`src/rtl/tve_pkg.sv`:
```
package tve_pkg;
    localparam int NSRC = 3;

    // bitwise two-out-of-three
    function automatic logic maj3(input logic a, input logic b, input logic c);
        return (a & b) | (a & c) | (b & c);
    endfunction
endpackage

```
`src/rtl/tve_fifo.sv`:
```
module tve_fifo #(
    parameter int W     = 32,
    parameter int DEPTH = 4
) (
    input  logic         clk,
    input  logic         rst_n,
    input  logic         clear,
    input  logic         push,
    input  logic [W-1:0] push_data,
    input  logic         pop,
    output logic [W-1:0] head,
    output logic         nonempty,
    output logic         full
);
    localparam int AW = (DEPTH > 1) ? $clog2(DEPTH) : 1;
    localparam int CW = $clog2(DEPTH + 1);

    typedef struct packed {
        logic [DEPTH-1:0][W-1:0] mem;
        logic [AW-1:0]           wr;
        logic [AW-1:0]           rd;
        logic [CW-1:0]           cnt;
    } fifo_st_t;

    fifo_st_t fst_d, fst_q;

    function automatic logic [AW-1:0] ptr_next(input logic [AW-1:0] p);
        return (p == AW'(DEPTH - 1)) ? '0 : p + AW'(1);
    endfunction

    always_comb begin
        fst_d = fst_q;
        if (clear) begin
            fst_d.wr  = '0;
            fst_d.rd  = '0;
            fst_d.cnt = '0;
        end else begin
            if (push) begin
                fst_d.mem[fst_q.wr] = push_data;
                fst_d.wr            = ptr_next(fst_q.wr);
            end
            if (pop) begin
                fst_d.rd = ptr_next(fst_q.rd);
            end
            fst_d.cnt = fst_q.cnt + CW'(push) - CW'(pop);
        end
    end

    always_ff @(posedge clk or negedge rst_n) begin
        if (!rst_n) fst_q <= '0;
        else        fst_q <= fst_d;
    end

    assign head     = fst_q.mem[fst_q.rd];
    assign nonempty = (fst_q.cnt != '0);
    assign full     = (fst_q.cnt == CW'(DEPTH));
endmodule

```
`src/rtl/tve_voter.sv`:
```
module tve_voter
    import tve_pkg::*;
#(
    parameter int W = 32
) (
    input  logic [W-1:0] word_a,
    input  logic [W-1:0] word_b,
    input  logic [W-1:0] word_c,
    output logic [W-1:0] majority,
    output logic [2:0]   differs
);
    for (genvar b = 0; b < W; b++) begin : g_bit
        assign majority[b] = maj3(word_a[b], word_b[b], word_c[b]);
    end

    assign differs[0] = (word_a != majority);
    assign differs[1] = (word_b != majority);
    assign differs[2] = (word_c != majority);
endmodule

```
`src/rtl/tri_vote_eval.sv`:
```
module tri_vote_eval
    import tve_pkg::*;
#(
    parameter int WORD_W     = 32,
    parameter int FIFO_DEPTH = 4,
    parameter int CNT_W      = 16
) (
    input  logic                  clk,
    input  logic                  rst_n,
    input  logic                  clear,
    input  logic [2:0]            in_valid,
    input  logic [3*WORD_W-1:0]   in_data,
    output logic [2:0]            in_ready,
    output logic                  vote_valid,
    output logic [WORD_W-1:0]     vote_word,
    output logic [2:0]            fault_now,
    output logic [2:0]            fault_sticky,
    output logic                  ambig_flag,
    output logic [3*CNT_W-1:0]    mismatch_cnt
);
    localparam logic [CNT_W-1:0] CNT_MAX = '1;

    typedef struct packed {
        logic                         vld;
        logic [WORD_W-1:0]            word;
        logic [NSRC-1:0]              flt_now;
        logic [NSRC-1:0]              sticky;
        logic                         ambig;
        logic [NSRC-1:0][CNT_W-1:0]   cnt;
    } eval_st_t;

    eval_st_t ev_d, ev_q;

    logic [NSRC-1:0]             src_nonempty;
    logic [NSRC-1:0]             src_full;
    logic [NSRC-1:0][WORD_W-1:0] src_head;
    logic                        pop_all;
    logic [WORD_W-1:0]           maj_word;
    logic [NSRC-1:0]             diff_mask;

    assign pop_all = (&src_nonempty) & ~clear;

    for (genvar s = 0; s < NSRC; s++) begin : g_src
        assign in_ready[s] = ~src_full[s] & ~clear;

        tve_fifo #(
            .W     (WORD_W),
            .DEPTH (FIFO_DEPTH)
        ) u_fifo (
            .clk       (clk),
            .rst_n     (rst_n),
            .clear     (clear),
            .push      (in_valid[s] & in_ready[s]),
            .push_data (in_data[s*WORD_W +: WORD_W]),
            .pop       (pop_all),
            .head      (src_head[s]),
            .nonempty  (src_nonempty[s]),
            .full      (src_full[s])
        );
    end

    tve_voter #(
        .W (WORD_W)
    ) u_voter (
        .word_a   (src_head[0]),
        .word_b   (src_head[1]),
        .word_c   (src_head[2]),
        .majority (maj_word),
        .differs  (diff_mask)
    );

    always_comb begin
        ev_d         = ev_q;
        ev_d.vld     = 1'b0;
        ev_d.flt_now = '0;
        if (clear) begin
            ev_d = '0;
        end else if (pop_all) begin
            ev_d.vld     = 1'b1;
            ev_d.word    = maj_word;
            ev_d.flt_now = diff_mask;
            if ($countones(diff_mask) > 1) begin
                ev_d.ambig = 1'b1;
            end else begin
                for (int s = 0; s < NSRC; s++) begin
                    if (diff_mask[s]) begin
                        ev_d.sticky[s] = 1'b1;
                        if (ev_q.cnt[s] != CNT_MAX) begin
                            ev_d.cnt[s] = ev_q.cnt[s] + CNT_W'(1);
                        end
                    end
                end
            end
        end
    end

    always_ff @(posedge clk or negedge rst_n) begin
        if (!rst_n) ev_q <= '0;
        else        ev_q <= ev_d;
    end

    assign vote_valid   = ev_q.vld;
    assign vote_word    = ev_q.word;
    assign fault_now    = ev_q.flt_now;
    assign fault_sticky = ev_q.sticky;
    assign ambig_flag   = ev_q.ambig;
    assign mismatch_cnt = ev_q.cnt;
endmodule

```
`config.mk`:
```
export PLATFORM = sky130hd
export DESIGN_NAME = tri_vote_eval
export DESIGN_NICKNAME = d
export VERILOG_FILES = /design/src/rtl/tve_pkg.sv /design/src/rtl/tve_fifo.sv /design/src/rtl/tve_voter.sv /design/src/rtl/tri_vote_eval.sv
export SDC_FILE = /design/constraint.sdc
export NUM_CORES = 1
export LEC_CHECK = 0
export BUFFER_PORTS_ARGS = -buffer_cell sky130_fd_sc_hd__buf_2
export CAP_MARGIN = 20
export CORE_UTILIZATION = 44
export DETAILED_ROUTE_END_ITERATION = 12
export PLACE_DENSITY = 0.63
export SLEW_MARGIN = 30
export SYNTH_ARGS = -nofsm -noshare
export SYNTH_HDL_FRONTEND = slang
export SYNTH_SLANG_ARGS = --single-unit
```
`constraint.sdc`:
```
create_clock -name clk -period 5.1 [get_ports clk]
set_input_delay 0.51 -clock clk [delete_from_list [all_inputs] [get_ports clk]]
set_output_delay 0.51 -clock clk [all_outputs]
set_load 0.01 [all_outputs]
```
==> flow_summary_export.csv <==
group,metric,value,unit
route,antenna_left,0,
synthesis,synth_commonest_cells,"dfrtp_1, mux2_2, o21ai_0, nand2_1, mux4_2",
sta,rsz0062_at_grt,"no",
pwr,ir_drop,316,uV
route,drt_iter0_markers,960,
critical_path,timing.rr.start,"g_src[1].u_fifo.fst_q[3]$_DFFE_PN0P_",
floorplan,die_h,235,um
outcome,status,"finished clean",
layout,utilization,51.2,%
floorplan,pin_count,193,
sta,setup_viol,0,
clock_tree,cts-root-buf,"clkbuf_16",
grt,grt_pass1_vias,16000,
synthesis,synth.distinct_cells,65,
pwr,leakage,0.0123,uW
route,first_pass_iters,8,
synthesis,yosysWarningCount,0,
critical_path,ff2ff_path_depth,12,
pwr,clkPwrFrac,24.9,%
pwr,swShare,32.8,%
synthesis,postSynthAreaPerCell,13.1,sq um
route,routedWlPerCell,22.8,um
sta,min_period,4.71,ns
critical_path,timing.rr.end,"mismatch_cnt[41]$_DFFE_PN0P_",
route,vias,15800,
layout,nets,2148,
synthesis,synthFlopType,"dfrtp_1",
critical_path,critPathArrivalTime,5.21,ns
critical_path,end_kind,"register",
place,place_ws,0.207,ns
synthesis,synth.most_common_cell,"dfrtp_1",
floorplan,coreArea,0.0538,sq mm
synthesis,postSynthCellCount,1824,
pwr,power_switching,5140,uW
clock_tree,clk_pin_slew_worst_paths,0.06,ns
sta,fmax,0.212,GHz
critical_path,worstSetupStartpointType,"register",
route,wl,62900,um
synthesis,yosys.area.top_type,"dfrtp_1",
layout,drive_above_1_share,39.1,%
sta,finalHoldViolCount,0,
critical_path,crit_required,5.60,ns
place,dp_hpwl,43600,um
min_path,worstHoldStart,"in_data[14]",
grt,antenna_found_initial,11,
clock_tree,cts_resized,0,
critical_path,path_max_fanout,22,
clock_tree,cts.path.max_buffers,3,
clock_tree,clk_latency,0.62,ns
sta,finClkSkew,0.0304,ns
clock_tree,cts-htree-levels,2,
grt,grt_max_degree,128,
place,dpl_cell_area,0.0257,sq mm
synthesis,syn_nets,1953,
pwr,seqPwrFrac,40.2,%
layout,multi_input_area,0.0110,sq mm
synthesis,synthTopCellsByArea,"dfrtp_1, mux2_2, mux4_2, o21ai_0, nand2b_1",
synthesis,ys_ff_latch,493,
pwr,comb_power_share,34.9,%
route,avgViaCountPerCell,5.72,
sta,finalCritPeriodShare,92.3,%
sta,tns,0,ns
layout,area_growth,15.0,%
synthesis,synth-edff-count,0,
layout,seqCellArea,0.0123,sq mm
grt,grt-ovfl-total,0,
floorplan,row_count,85,
sta,slew_headroom,38.4,%
grt,grt_pass1_wl,97100,um
min_path,holdCritPathClass,"in2reg",
floorplan,dieWidth,235,um
min_path,worst_hold_path.num_cells,2,
sta,timing.final.ws_setup,0.391,ns
layout,nFillCells,4632,
synthesis,async_flop_share,100,%
floorplan,dieArea,0.0553,sq mm
sta,worstMarginPinSlew,0.922,ns
synthesis,yosysSeqAreaShare,51.5,%
min_path,worstHoldEndpoint,"g_src[0].u_fifo.fst_q[53]$_DFFE_PN0P_",
clock_tree,cts_tree,"done",
sta,maxSlewViolCount,0,
synthesis,netlist_area,0.0239,sq mm
clock_tree,cts_buffers,53,
grt,grt_usage,23.0,%
place,gp_congestion,0.899,
run,drv_cap,0,
pwr,p_per_area,569,mW/mm^2
synthesis,synth_top_area_share,51.5,%
layout,design_area,0.0275,sq mm
floorplan,initial_utilization,44.5,%
clock_tree,cts.sinks,493,
place,io_buffers,192,
pwr,power,15700,uW
critical_path,path_class,"reg2reg",
pwr,p_int,10500,uW
critical_path,rrSetupSlack,0.39,ns
route,drc_errors,0,
-- cell usage in the layout (no fill, tap or decap), types with 5 or more instances in the layout --
master     Yosys  layout
dfrtp_1      493     490
mux2_2       388     388
buf_2         11     191
o21ai_0      101     101
nand2_1       89      89
mux4_2        83      83
nand2b_1      79      79
nor2_1        73      73
a21oi_1       56      56
clkbuf_16      0      54
o22ai_1       38      38
mux2i_1       31      31
buf_4          4      30
nor2b_1       29      29
inv_1         26      26
ha_1          24      24
a31oi_1       22      22
nand3_1       20      20
nand4_1       17      17
clkbuf_1      27      17
a221oi_1      15      15
and3_1        14      14
mux4_1        13      13
o31ai_1       13      13
nor3_1        12      11
clkinv_2       0      11
or3_1         10      10
clkbuf_8       1      10
buf_12         0       9
xnor2_1        8       8
nor4_1         8       8
and2_1         7       7
o211ai_1       6       6
or2_2          5       5
-- layer usage --
metal  vias up  global-route usage (%)  wire (um)
met5         -                       0         60
met2       386                    36.1      29300
met1      8113                    31.8      28100
met3       111                    3.86       3200
met4        10                    9.31       2320
li1       7195                       -          -
-- worst max-delay path, cell delays in order (launching register included) --
cell	delay, ns
dfrtp_2	0.56
buf_12	0.26
mux4_2	0.60
nand2b_1	0.13
mux2i_1	0.09
nor4_1	0.47
nand3_1	0.12
or4_1	0.68
ha_1	0.45
o41ai_4	0.12
o2111ai_2	0.28
or2_0	0.46
o41ai_1	0.38
-- registers in the layout, indices dropped and copies added, names as in the netlist --
| name | flops |
|---|---|
| mismatch_cnt | 48 |
| vote_valid | 1 |
| ambig_flag | 1 |
| fault_now | 3 |
| fault_sticky | 3 |
| g_src.u_fifo.fst_q | 405 |
| vote_word | 32 |
-- metrics by stage --
step	std cells	hold WS [ns]
4_1_cts	2755	0.0362
3_5_place_dp	2655	0.487
2_1_floorplan	1824	0.214
5_1_grt	2761	0.161
3_3_place_gp	2655	0.479
6_report	2763	0.170
-- repair_timing --
action,4_1_cts,5_1_grt
buffers inserted,0,3
hold buffers,0,1
hold endpoints to repair,0,35
setup endpoints to repair,0,5
-- cells by family (layout without fill, tap and decap cells) --
| logic type | Yosys count | count (layout) | share of synthesized area [%] |
|---|---|---|---|
| other | 0 | 3 | 0 |
| XOR/XNOR | 11 | 11 | 0.403 |
| multiplexers | 515 | 515 | 28.8 |
| buffers and inverters | 120 | 360 | 2.46 |
| AND/OR/NAND/NOR | 383 | 383 | 8.35 |
| AO/OA/AOI/OAI | 275 | 275 | 6.95 |
| flip-flops | 493 | 493 | 51.5 |
| adder cells (fa/ha/maj) | 27 | 27 | 1.51 |
-- power by group through the flow --
stage                     sequential, uW  clock (uW)  combinational [uW]
after floorplan                     6050           0                4020
after global placement              6270           0                5270
after detailed placement            6370           0                5430
after CTS                           6300        3990                5450
after global routing                6510        4140                5890
final                               6310        3900                5460
-- worst max path at each step --
stage,start,to,slack (ns),cells past startpoint
detailed placement,g_src[1].u_fifo.fst_q[3]$_DFFE_PN0P_,mismatch_cnt[2]$_DFFE_PN0P_,0.21,13
floorplan,g_src[0].u_fifo.fst_q[3]$_DFFE_PN0P_,mismatch_cnt[39]$_DFFE_PN0P_,1.19,15
CTS,g_src[1].u_fifo.fst_q[3]$_DFFE_PN0P_,mismatch_cnt[3]$_DFFE_PN0P_,0.18,13
global placement,g_src[1].u_fifo.fst_q[3]$_DFFE_PN0P_,mismatch_cnt[3]$_DFFE_PN0P_,0.32,13
global route,g_src[1].u_fifo.fst_q[3]$_DFFE_PN0P_,mismatch_cnt[41]$_DFFE_PN0P_,0.07,12
finish,g_src[1].u_fifo.fst_q[3]$_DFFE_PN0P_,mismatch_cnt[41]$_DFFE_PN0P_,0.39,12
-- final cells by class --
cell class	instances	area share, %
sequential	493	44.8
multi-input combinational	1211	40.0
clock buffer	81	5.64
timing repair buffer	233	5.14
tap	696	3.16
clock inverter	19	0.823
inverter	27	0.368
antenna	3	0.0273
(Power assumes the default switching activity.)
